[src/rtl/cmp_pkg.sv]
package cmp_pkg;
  localparam int CNT_W_DEF = 16;

  typedef enum logic [1:0] {
    LD_NONE = 2'd0,
    LD_BUS  = 2'd1,
    LD_BUF  = 2'd2
  } load_sel_e;
endpackage

[src/rtl/cmp_counter.sv]
module cmp_counter #(
  parameter int W = cmp_pkg::CNT_W_DEF
) (
  input  logic         clk_i,
  input  logic         rst_ni,
  input  logic         en_i,
  input  logic [W-1:0] period_i,
  output logic [W-1:0] cnt_o,
  output logic         wrap_o
);
  localparam logic [W-1:0] ONE = W'(1);

  logic [W-1:0] cnt_q;

  assign wrap_o = en_i && (cnt_q == period_i);
  assign cnt_o  = cnt_q;

  always_ff @(posedge clk_i or negedge rst_ni) begin
    if (!rst_ni)      cnt_q <= '0;
    else if (wrap_o)  cnt_q <= '0;
    else if (en_i)    cnt_q <= cnt_q + ONE;
  end
endmodule

[src/rtl/cmp_shadow.sv]
module cmp_shadow #(
  parameter int W = cmp_pkg::CNT_W_DEF
) (
  input  logic         clk_i,
  input  logic         rst_ni,
  input  logic         mode_i,
  input  logic         wr_en_i,
  input  logic [W-1:0] wr_data_i,
  input  logic         wrap_i,
  output logic [W-1:0] cmp_o,
  output logic         req_o
);
  import cmp_pkg::*;

  logic [W-1:0] buf_q, cmp_q;
  logic         req_q, req_d;
  load_sel_e    sel;

  // load source for the active register
  always_comb begin
    sel = LD_NONE;
    if (mode_i) begin
      if (wr_en_i) sel = LD_BUS;
    end else if (wrap_i) begin
      if (wr_en_i)    sel = LD_BUS;
      else if (req_q) sel = LD_BUF;
    end
  end

  always_comb begin
    req_d = req_q;
    if (mode_i)       req_d = 1'b0;
    else if (wrap_i)  req_d = 1'b0;
    else if (wr_en_i) req_d = 1'b1;
  end

  always_ff @(posedge clk_i or negedge rst_ni) begin
    if (!rst_ni) begin
      buf_q <= '0;
      cmp_q <= '0;
      req_q <= 1'b0;
    end else begin
      req_q <= req_d;
      if (wr_en_i) buf_q <= wr_data_i;
      case (sel)
        LD_BUS:  cmp_q <= wr_data_i;
        LD_BUF:  cmp_q <= buf_q;
        default: cmp_q <= cmp_q;
      endcase
    end
  end

  assign cmp_o = cmp_q;
  assign req_o = req_q;
endmodule

[src/rtl/cmp_match.sv]
module cmp_match #(
  parameter int W = cmp_pkg::CNT_W_DEF
) (
  input  logic         en_i,
  input  logic [W-1:0] cnt_i,
  input  logic [W-1:0] cmp_i,
  output logic         match_o
);
  assign match_o = en_i && (cnt_i == cmp_i);
endmodule

[src/rtl/cmp_reload_chan.sv]
module cmp_reload_chan #(
  parameter int W = cmp_pkg::CNT_W_DEF
) (
  input  logic         clk_i,
  input  logic         rst_ni,
  input  logic         en_i,
  input  logic [W-1:0] period_i,
  input  logic         mode_i,
  input  logic         wr_en_i,
  input  logic [W-1:0] wr_data_i,
  output logic [W-1:0] cnt_o,
  output logic [W-1:0] cmp_o,
  output logic         match_o
);
  logic wrap_w;
  logic req_w;

  cmp_counter #(.W(W)) u_cnt (
    .clk_i   (clk_i),
    .rst_ni  (rst_ni),
    .en_i    (en_i),
    .period_i(period_i),
    .cnt_o   (cnt_o),
    .wrap_o  (wrap_w)
  );

  cmp_shadow #(.W(W)) u_shadow (
    .clk_i    (clk_i),
    .rst_ni   (rst_ni),
    .mode_i   (mode_i),
    .wr_en_i  (wr_en_i),
    .wr_data_i(wr_data_i),
    .wrap_i   (wrap_w),
    .cmp_o    (cmp_o),
    .req_o    (req_w)
  );

  cmp_match #(.W(W)) u_match (
    .en_i   (en_i),
    .cnt_i  (cnt_o),
    .cmp_i  (cmp_o),
    .match_o(match_o)
  );
endmodule

[config.mk]
export PLATFORM = sky130hd
export DESIGN_NAME = cmp_reload_chan
export DESIGN_NICKNAME = d
export VERILOG_FILES = /design/src/rtl/cmp_pkg.sv /design/src/rtl/cmp_counter.sv /design/src/rtl/cmp_shadow.sv /design/src/rtl/cmp_match.sv /design/src/rtl/cmp_reload_chan.sv
export SDC_FILE = /design/constraint.sdc
export NUM_CORES = 1
export LEC_CHECK = 0
export ABC_CLOCK_PERIOD_IN_PS = 3140
export BUFFER_PORTS_ARGS = -buffer_cell sky130_fd_sc_hd__buf_2
export CAP_MARGIN = 15
export CORE_MARGIN = 2
export CORE_UTILIZATION = 53
export CTS_CLUSTER_SIZE = 28
export DETAILED_ROUTE_END_ITERATION = 7
export HOLD_SLACK_MARGIN = 0.03
export PLACE_DENSITY = 0.82
export SLEW_MARGIN = 10
export SYNTH_ARGS = -nofsm -noshare
export SYNTH_HDL_FRONTEND = slang
export SYNTH_SLANG_ARGS = --single-unit
[constraint.sdc]
create_clock -name clk_i -period 3.14 [get_ports clk_i]
set_input_delay 0.471 -clock clk_i [delete_from_list [all_inputs] [get_ports clk_i]]
set_output_delay 0.471 -clock clk_i [all_outputs]
set_load 0.05 [all_outputs]
# ---- Yosys cells after proc, flatten, opt, wreduce, memory -nomap -nowiden
# Index checks and enable logic that the tools add are counted.
dict set report word_totals {
  ff_bits 49
  output_inout_bits 33
  input_bits 37
  wordCells 25
}
dict set report classes {
  mux 11
  n_addsub 1
  reduce_logical 5
  n_eq_ne 4
}
# op n
set ops {}
lappend ops {{16-bit == test} 2}
lappend ops {{16-bit 2-to-1 mux} 2}
lappend ops {{16-bit one-hot mux with 2 select lines} 1}
lappend ops {{16-bit by 1-bit adder with 16-bit output (second input constant)} 1}
lappend ops {{2-bit 2-to-1 mux} 4}
lappend ops {{1-bit 2-to-1 mux} 4}
lappend ops {{2-bit nonzero test} 2}
lappend ops {{3-bit nonzero test} 1}
lappend ops {{2-bit by 1-bit == test with 1-bit output (second input constant)} 1}
lappend ops {{2-bit == test (second input constant)} 1}
lappend ops {{1-bit logical AND} 2}

# ---- Longest topological paths before layout
# Gate-level depths: netlist of run 1.
dict set report depth {
  word_depth 6
  mapped_depth 11
  ltp_nobuf 7
}

# ---- Cells and area by module
# A second synthesis of run 1 with hierarchy kept.
dict set report unflattened {
  cells_unflattened 231
  hier_area_um2 2572.5
}
# module seq_area_each_um2 area_each_um2 n_inst cells_per_inst
set modules_own_cells {}
lappend modules_own_cells {cmp_shadow 825.8 1447.6 1 109}
lappend modules_own_cells {cmp_counter 400.4 943.4 1 100}
lappend modules_own_cells {cmp_match 0.0 181.4 1 22}

# ---- Least setup slack after synthesis of run 1
# No wires, ideal clock.
dict set report synth_timing {
  path_kind {flip-flop to output port}
  start {register u_cnt.cnt_q[3], in the netlist u_cnt.cnt_o[3]}
  end {output port match_o}
  path_stages_with_launch 6
  t_arrival_ns 2.826
  path_buffers 1
  required_time_ns 2.669
  path_slack_ns -0.157
  path_cell_list {dfrtp_1 buf_2 xor2_1 nor4_1 nand4_1 nor4_1}
}
dict set report synth_via {
  elab_chain_cells 2
}
# element line_no
set synth_rtl {}
lappend synth_rtl {{start: declaration} cmp_counter.sv:13} ;# logic [W-1:0] cnt_q;
lappend synth_rtl {{start signal: assignment} cmp_counter.sv:21} ;# else if (en_i) cnt_q <= cnt_q + ONE;
lappend synth_rtl {{16-bit == test} cmp_match.sv:9} ;# assign match_o = en_i && (cnt_i == cmp_i);
lappend synth_rtl {{1-bit logical AND} cmp_match.sv:9}
lappend synth_rtl {{end: declaration} cmp_reload_chan.sv:13} ;# output logic match_o
# Every way passes these cells.

# ---- Worst setup path after layout of run 1
# Ends and elaborated chain as after synthesis.

==> results of run 1 <==
## per-stage QoR
step / power [mW] / hold slack (ns)
6_report: 2.02 / 0.0246
5_1_grt: 2.11 / 0.0383
4_1_cts: 2.02 / 0.331
3_5_place_dp: 1.55 / 0.496
3_3_place_gp: 1.53 / 0.489
2_1_floorplan: 1.36 / 0.175
## power groups by stage
stage	Combinational, mW	Clock [mW]	Sequential, mW
floorplan	0.322	0	1.04
global placement	0.665	0	0.865
detailed placement	0.681	0	0.873
CTS	0.684	0.478	0.861
global route	0.740	0.497	0.877
finish	0.683	0.472	0.863
## final cells by class
class	count	area share [%]
sequential	49	38.7
clock buffer	6	2.61
multi-input combinational	182	41.9
timing repair buffer	76	13.0
clock inverter	2	1.19
tap	67	2.65
## flip-flops by register name, indices dropped and copies added, names as in the netlist
name / flops
u_shadow.cmp_o: 16
u_cnt.cnt_o: 16
u_shadow.req_o: 1
u_shadow.buf_q: 16
## synthesized netlist by cell type, drive strengths merged, types with 3 or more instances
| library cell | count |
|---|---|
| dfrtp | 49 |
| nand2 | 24 |
| xnor2 | 24 |
| xor2 | 21 |
| mux2i | 17 |
| o21ai | 17 |
| buf | 16 |
| mux2 | 16 |
| a21oi | 14 |
| nand4 | 13 |
| clkbuf | 6 |
| nor4 | 6 |
| nor2 | 5 |
| nor3 | 5 |
| nand3 | 4 |
| and2 | 3 |
## per-layer routing
metal / up-vias / GRT usage, %
met5: - / 0
met4: 0 / 13.5
met3: 19 / 5.62
met2: 86 / 39.2
met1: 1013 / 29.5
li1: 1002 / -
## logic make-up after synthesis
| kind of cell | count (synthesis) | synth area share, % |
|---|---|---|
| AND/OR/NAND/NOR | 66 | 13.5 |
| AO/OA/AOI/OAI | 36 | 7.19 |
| adder cells (fa/ha/maj) | 2 | 0.939 |
| flip-flops | 49 | 46.0 |
| multiplexers | 33 | 13.2 |
| buffers and inverters | 22 | 4.42 |
| XOR/XNOR | 45 | 14.8 |
## final timing paths
check,startpoint,end,slack [ns]
setup / recovery,u_cnt.cnt_o[3]$_DFFE_PN0P_,match_o,0.62
hold / removal,rst_ni,u_cnt.cnt_o[12]$_DFFE_PN0P_,0.02
setup reg to reg,u_cnt.cnt_o[10]$_DFFE_PN0P_,u_shadow.cmp_o[14]$_DFFE_PN0P_,0.77
hold reg to reg,u_shadow.buf_q[6]$_DFFE_PN0P_,u_shadow.buf_q[6]$_DFFE_PN0P_,0.51
max in group asynchronous,rst_ni,u_shadow.buf_q[9]$_DFFE_PN0P_,2.62
min in group clk_i,mode_i,u_shadow.req_o$_DFFE_PN0P_,0.34
==> metrics, run 1 <==
vias in the first global route ~2100; Crit path max-delay family simple AND/OR/NAND/NOR gates; Inserted Diodes 0; ys async rst share 100%; Mapped Area 2660 µm²; Bufs and invs on worst path 1; M1 WL 2630 µm; drt total wl 6120 µm; measured slew at the worst slew-check pin 0.441 ns; Hold Buf Count CTS 0; final-report setup violation count 0; first-pass GRT wire length ~10000 µm; Yosys reg bits between 40 and 50; Storage cell area 1230 µm²; Core ar. 4790 µm²; data required time of the critical path 2.67 ns; hpwl dp 4480 µm; DIE AREA between 5000 and 6000 µm²; WL per Instance roughly 16 µm; setup ws final ~0.62 ns; routed vias/inst approximately 5.5; Residual DRC 0; area of the multi-input gates 1330 µm²; Synth Flop Type dfrtp_1; Clock power frac between 20% and 30%; antenna viol nets, final 0; drt first pass iters 4; total CTS buffers 5; Setup TNS Final 0 ns; max incr delay on CP ~0.52 ns; number of post-CTS setup repair buffers 0; Setup crit end kind output port; Final Skew about 0.0079 ns; Levels on crit path 5; sequential group share of total power 42.8%; fmax 0.397 GHz; Die Width 74.9 µm; Slew Viols, Final 0; area leader, netlist dfrtp_1; RSZ-0062 raised after global routing no; commonest cells after routing, fill and taps aside buf_2, dfrtp_1, xnor2_1; Tcrit/Tclk final 80.2%; num ports 70; min Tclk post-route roughly 2.5 ns; CP Class reg -> out; outcome completed; top cell type's share of synthesized area ~46%; CTS Root Cell clkbuf_8; post-synthesis cell count around 250; Synthesis Warnings 0; Worst-Skew Late Latency approximately 0.31 ns; crit-path cells xor2_1 > nor4_1 > nand4_1 > nor4_2 > buf_2; vias roughly 2100; Netlist cell types 34; placed instance area approximately 3000 µm²; CP max stage cell dfrtp_1; Worst IR Drop VDD about 0.00037 V; Pwr Density around 640 nW/µm²; Max Root-Sink Buffers 2; metal2 WL 2970 µm; post-cts sizing count 0; port buffer count roughly 70; Worst Hold Class in -> async; Arrival @ worst endpoint just over 2 ns; type of origin of the critical path flop; Nets ~350; Initial Utilization between 50% and 60%; syn nets 292; Worst-path clk slew ~0.090 ns; DRT iter0 DRCs between 150 and 200; clk sink count 49; met3 wire length between 300 and 400 µm; leak pwr between 1 and 1.5 nW; r2r worst-path depth 8; CTS tree yes; Post-synth EDFFs 0; layout cell share with drive strength beyond 1 about a third; initial antenna violation count 0; Mapped Avg Cell Area between 10 and 15 µm²; routability cong. roughly 0.81; final instance area between 3000 and 4000 µm²; Layout area overhead 18.9%; filler cell count around 390; Internal Pwr Total 1.21 mW; H-tree depth 2; Switching Fraction about two fifths; largest net degree at the start of global routing 50; fin cells ~380; total gr overflow 0; gr usage total between 20% and 30%; worst slack at placement roughly 0.72 ns; top cells by area, synth dfrtp_1, xnor2_1, xor2_1; Max-slew headroom a little over two thirds; Vert. Die Dim 74.9 µm; most common cell after layout, fill and taps aside buf_2; crit path max fanout 8; MaxCap Viol Count 0; final core utilization around 66%; Gate power share about 34%; final hold vios 0; std cell rows 25; top sig layer met4; sw power approximately 0.81 mW; post-placement cell count approximately 370; post-synthesis sequential area ratio 46.0%
Power figures use the tool's default switching activity.
==> run 2: changes to the inputs <==
--- a/config.mk
+++ b/config.mk
@@ -5,15 +5,15 @@
 export SDC_FILE = /design/constraint.sdc
 export NUM_CORES = 1
 export LEC_CHECK = 0
-export ABC_CLOCK_PERIOD_IN_PS = 3140
+export ABC_CLOCK_PERIOD_IN_PS = 2100
 export BUFFER_PORTS_ARGS = -buffer_cell sky130_fd_sc_hd__buf_2
 export CAP_MARGIN = 15
 export CORE_MARGIN = 2
-export CORE_UTILIZATION = 53
+export CORE_UTILIZATION = 48
 export CTS_CLUSTER_SIZE = 28
 export DETAILED_ROUTE_END_ITERATION = 7
 export HOLD_SLACK_MARGIN = 0.03
-export PLACE_DENSITY = 0.82
+export PLACE_DENSITY = 0.79
 export SLEW_MARGIN = 10
 export SYNTH_ARGS = -nofsm -noshare
 export SYNTH_HDL_FRONTEND = slang
==> constraint.sdc (replaced) <==
create_clock -name clk_i -period 2.1 [get_ports clk_i]
set_input_delay 0.315 -clock clk_i [delete_from_list [all_inputs] [get_ports clk_i]]
set_output_delay 0.315 -clock clk_i [all_outputs]
set_load 0.05 [all_outputs]
==> run 2 against run 1 <==
Net effect: the flow now finishes with violations (setup timing); clock-buffer cell count unchanged; cell area grew 7.2%; die area grew 9.8%; clock power rose by 42%; routed wire length increased by 3.1%; global-route usage fell by 2.9 points; largest power group is now combinational logic; highest routed layer unchanged.
==> metrics, run 2 (same netlist as run 1, synthesis figures left out) <==
final instance area 3390 µm²; DIE AREA a little over 6000 µm²; Worst IR Drop VDD ~0.00060 V; Worst-path clk slew about 0.09 ns; min Tclk post-route 2.21 ns; Max Root-Sink Buffers 2; Residual DRC 0; num ports 70; drt first pass iters 4; most common cell after layout, fill and taps aside buf_2; Max-slew headroom 58.7%; Nets 370; fmax between 0.4 and 0.5 GHz; Gate power share around two fifths; CTS tree yes; vias in the first global route 2093; measured slew at the worst slew-check pin 0.619 ns; commonest cells after routing, fill and taps aside buf_2, dfrtp_1, xnor2_1; outcome finished, violations left; Clock power frac between 20 and 25%; initial antenna violation count 0; routability cong. between 0.9 and 1; Final Skew approximately 0.005 ns; Hold Buf Count CTS 0; Inserted Diodes 0; Slew Viols, Final 0; clk sink count 49; Final Hold Slack between 0.09 and 0.1 ns; total CTS buffers 5; leak pwr 1.51 nW; Tcrit/Tclk final 105%; fin cells about 400; Layout area overhead 27.4%; final hold vios 0; setup ws final -0.110 ns; Worst Hold Class in -> async; layout cell share with drive strength beyond 1 a little over two fifths; Internal Pwr Total about 1.9 mW; Vert. Die Dim just under 80 µm; Pwr Density ~920 nW/µm²; Worst-Skew Late Latency roughly 0.30 ns; largest net degree at the start of global routing 50; CTS Root Cell clkbuf_8; vias roughly 2200; DRT iter0 DRCs 90; MaxCap Viol Count 0; first-pass GRT wire length roughly 10000 µm; sw power roughly 1.2 mW; Switching Fraction between 30% and 40%; final-report setup violation count 1; RSZ-0062 raised after global routing yes; std cell rows 27; post-placement cell count between 300 and 400; port buffer count 69; failing checks setup timing; data required time of the critical path 1.78 ns; Setup crit end kind output port; worst slack at placement -0.120 ns; routed vias/inst between 5 and 6; total gr overflow 0; hpwl dp roughly 4700 µm; Core ar. approximately 5400 µm²; Arrival @ worst endpoint between 1.5 and 2 ns; CP Class reg -> out; type of origin of the critical path flop; H-tree depth 2; Final Power roughly 3.1 mW; sequential group share of total power between 30% and 40%; gr usage total between 20% and 30%; Initial Utilization 49.0%; Die Width 78.5 µm; drt total wl around 6300 µm; placed instance area 3200 µm²; antenna viol nets, final 0; WL per Instance 15.6 µm; crit path max fanout 2
-- run 2: final cells by class --
| class | instances | area, µm² |
|---|---|---|
| flip-flops and latches | 49 | 1240 |
| well taps | 72 | 90.1 |
| repair buffers | 93 | 578 |
| clock buffers | 6 | 72.6 |
| fillers | 457 | 2050 |
| clock inverters | 2 | 38.8 |
| multi-input cells | 182 | 1370 |
-- run 2: critical path: stages, from the launching register on --
cell	delay, ns
dfrtp_2	0.43
buf_6	0.13
xor2_1	0.15
nor4_1	0.28
nand4_1	0.18
nor4_4	0.22
buf_6	0.20
-- run 2: power by group through the flow --
stage               logic, mW  registers, mW  clock network [mW]
floorplan               0.506           1.57                   0
CTS                      1.23           1.21               0.685
global placement         1.19           1.22                   0
global route             1.31           1.23               0.722
finish                   1.23           1.22               0.671
detailed placement       1.21           1.23                   0
-- run 2: timing repair --
action	4_1_cts	5_1_grt
buffers inserted	1	0
endpoints found under the setup margin	17	17
pin swaps	8	3
gates cloned	1	0
gates resized for setup	10	8
-- run 2: per-layer routing --
layer	vias up	track usage (%)	share of wire (%)
met5	-	0	0
met4	0	5.96	1.3
met3	8	3.91	5.7
met2	81	35.5	49
met1	1056	28.3	44
li1	1036	-	-
-- run 2: final timing paths --
path	start	end	depth (start not counted)	slack, ns
setup / recovery	u_cnt.cnt_o[6]$_DFFE_PN0P_	match_o	6	-0.11
hold / removal	rst_ni	u_shadow.buf_q[3]$_DFFE_PN0P_	2	0.1
setup reg to reg	u_cnt.cnt_o[5]$_DFFE_PN0P_	u_shadow.cmp_o[3]$_DFFE_PN0P_	8	0.02
hold reg to reg	u_shadow.buf_q[7]$_DFFE_PN0P_	u_shadow.buf_q[7]$_DFFE_PN0P_	1	0.51
max in group asynchronous	rst_ni	u_cnt.cnt_o[13]$_DFFE_PN0P_	2	1.55
min in group clk_i	mode_i	u_shadow.req_o$_DFFE_PN0P_	2	0.21
-- run 2: through the flow --
step	setup TNS (ns)	util (%)
after floorplan	-2.94	-
after global placement	-0.491	58.9
after detailed placement	-1.08	58.9
after CTS	-0.186	62.2
after global routing	-1.23	62.4
final	-0.110	62.4
==> run 3: changes to the inputs <==
--- a/config.mk
+++ b/config.mk
@@ -14,6 +14,7 @@
 export DETAILED_ROUTE_END_ITERATION = 7
 export HOLD_SLACK_MARGIN = 0.03
 export PLACE_DENSITY = 0.79
+export REMOVE_ABC_BUFFERS = 1
 export SLEW_MARGIN = 10
 export SYNTH_ARGS = -nofsm -noshare
 export SYNTH_HDL_FRONTEND = slang
==> run 3 against run 2 <==
Net effect: the flow still finishes with violations (setup timing); core utilization is 0.23 points higher; register-to-register slack worse by 0.06 ns; worst hold slack better by 0.00070 ns; clock-buffer cell count is 1 lower; clock skew is 0.0026 ns lower; combinational power hardly changed; largest cell class unchanged.
==> metrics, run 3 (same netlist as run 1, synthesis figures left out) <==
Initial Utilization 49.0%; vias in the first global route between 2000 and 2500; Residual DRC 0; initial antenna violation count 0; layout cell share with drive strength beyond 1 between 40% and 50%; commonest cells after routing, fill and taps aside buf_2, dfrtp_1, buf_4; crit path max fanout 2; placed instance area between 3000 and 4000 µm²; data required time of the critical path about 1.8 ns; hpwl dp between 4000 and 5000 µm; DRT iter0 DRCs between 100 and 150; fmax around 0.45 GHz; total CTS buffers 5; routed vias/inst 5.29; r2r endpoint u_shadow.cmp_o[4]$_DFFE_PN0P_; Hold Buf Count CTS 0; Vert. Die Dim approximately 78 µm; met3 wire length ~400 µm; RSZ-0062 raised after global routing yes; drt first pass iters 4; port buffer count 69; first-pass GRT wire length between 10000 and 15000 µm; final core utilization between 60% and 70%; Pwr Density roughly 910 nW/µm²; Layout area overhead 27.9%; antenna viol nets, final 0; total gr overflow 0; Final Hold Slack between 0.09 and 0.1 ns; CP Class reg -> out; CTS tree yes; Die Width 78.5 µm; Arrival @ worst endpoint around 1.9 ns; std cell rows 27; leak pwr around 1.6 nW; Final Power approximately 3 mW; Core ar. roughly 5400 µm²; CTS Root Cell clkbuf_8; final-report setup violation count 9; metal2 WL between 3000 and 4000 µm; Max-slew headroom between 50% and 60%; Tcrit/Tclk final 106%; clk sink count approximately 50; most common cell after layout, fill and taps aside buf_2; Worst-Skew Late Latency around 0.29 ns; DIE AREA 6160 µm²; final instance area between 3000 and 4000 µm²; routability cong. around 0.90; drt total wl 6430 µm; Slew Viols, Final 0; R2R Path Start u_cnt.cnt_o[10]$_DFFE_PN0P_; setup ws final -0.131 ns; worst slack at placement -0.216 ns; Worst-path clk slew roughly 0.090 ns; Inserted Diodes 0; Setup crit end kind output port; M1 WL 2820 µm; H-tree depth 2; Reg2Reg Setup Slack -0.04 ns; failing checks setup timing; Worst IR Drop VDD 0.000549 V; outcome finished, violations left; measured slew at the worst slew-check pin 0.617 ns; min Tclk post-route around 2.2 ns; num ports 70; gr usage total between 20% and 30%; Max Root-Sink Buffers 2; top sig layer met4; r2r worst-path depth 10; MaxCap Viol Count 0; Nets 376; Final Skew between 0.002 and 0.003 ns; largest net degree at the start of global routing 50; type of origin of the critical path flop; Worst Hold Class in -> async; final hold vios 0; vias roughly 2200; WL per Instance roughly 16 µm
-- run 3: per-stage QoR --
stage	setup TNS, ns	instances
after floorplan	-12.03	231
after global placement	-1.98	396
after detailed placement	-3.19	396
after CTS	-0.143	408
after global routing	-1.84	409
final	-0.249	409
-- run 3: worst max path at each step --
| stage | start | to | slack, ns | depth (start not counted) |
|---|---|---|---|---|
| 2_1_floorplan | u_cnt.cnt_o[3]$_DFFE_PN0P_ | match_o | -0.96 | 4 |
| 3_3_place_gp | period_i[10] | u_shadow.cmp_o[15]$_DFFE_PN0P_ | -0.15 | 9 |
| 3_5_place_dp | period_i[10] | u_shadow.cmp_o[2]$_DFFE_PN0P_ | -0.22 | 9 |
| 4_1_cts | u_cnt.cnt_o[6]$_DFFE_PN0P_ | match_o | -0.14 | 6 |
| 5_1_grt | u_cnt.cnt_o[6]$_DFFE_PN0P_ | match_o | -0.23 | 6 |
| 6_report | u_cnt.cnt_o[6]$_DFFE_PN0P_ | match_o | -0.13 | 6 |
-- run 3: cell type report --
| class | count | area [µm²] |
|---|---|---|
| fill | 450 | 2030 |
| sequential | 49 | 1230 |
| multi-input combinational | 182 | 1360 |
| tap | 72 | 90.1 |
| clock buffer | 5 | 68.8 |
| timing repair buffer | 99 | 626 |
| clock inverter | 2 | 35.0 |
-- run 3: per-layer routing --
layer	track usage, %	vias up
li1	-	1045
met1	29.3	1026
met2	37.2	78
met3	4.94	15
met4	8.60	0
met5	0	-
-- run 3: critical path: stages, from the launching register on --
cell,delay (ns)
dfrtp_1,0.40
buf_6,0.12
xor2_1,0.16
nor4_2,0.36
nand4_1,0.14
nor4_1,0.19
buf_4,0.25
-- run 3: repair_timing --
item | CTS | global route
pin swaps | 8 | 5
setup endpoints to repair | 17 | 17
buffers inserted | 4 | 2
gates resized for setup | 7 | 25
gates cloned | 1 | 0
-- run 3: where the power goes --
| group | internal, mW | switching [mW] | leakage (nW) |
|---|---|---|---|
| Clock | 0.346 | 0.302 | 0.0540 |
| Sequential | 1.08 | 0.107 | 0.609 |
| Combinational | 0.441 | 0.818 | 0.887 |
| Total | 1.87 | 1.23 | 1.55 |
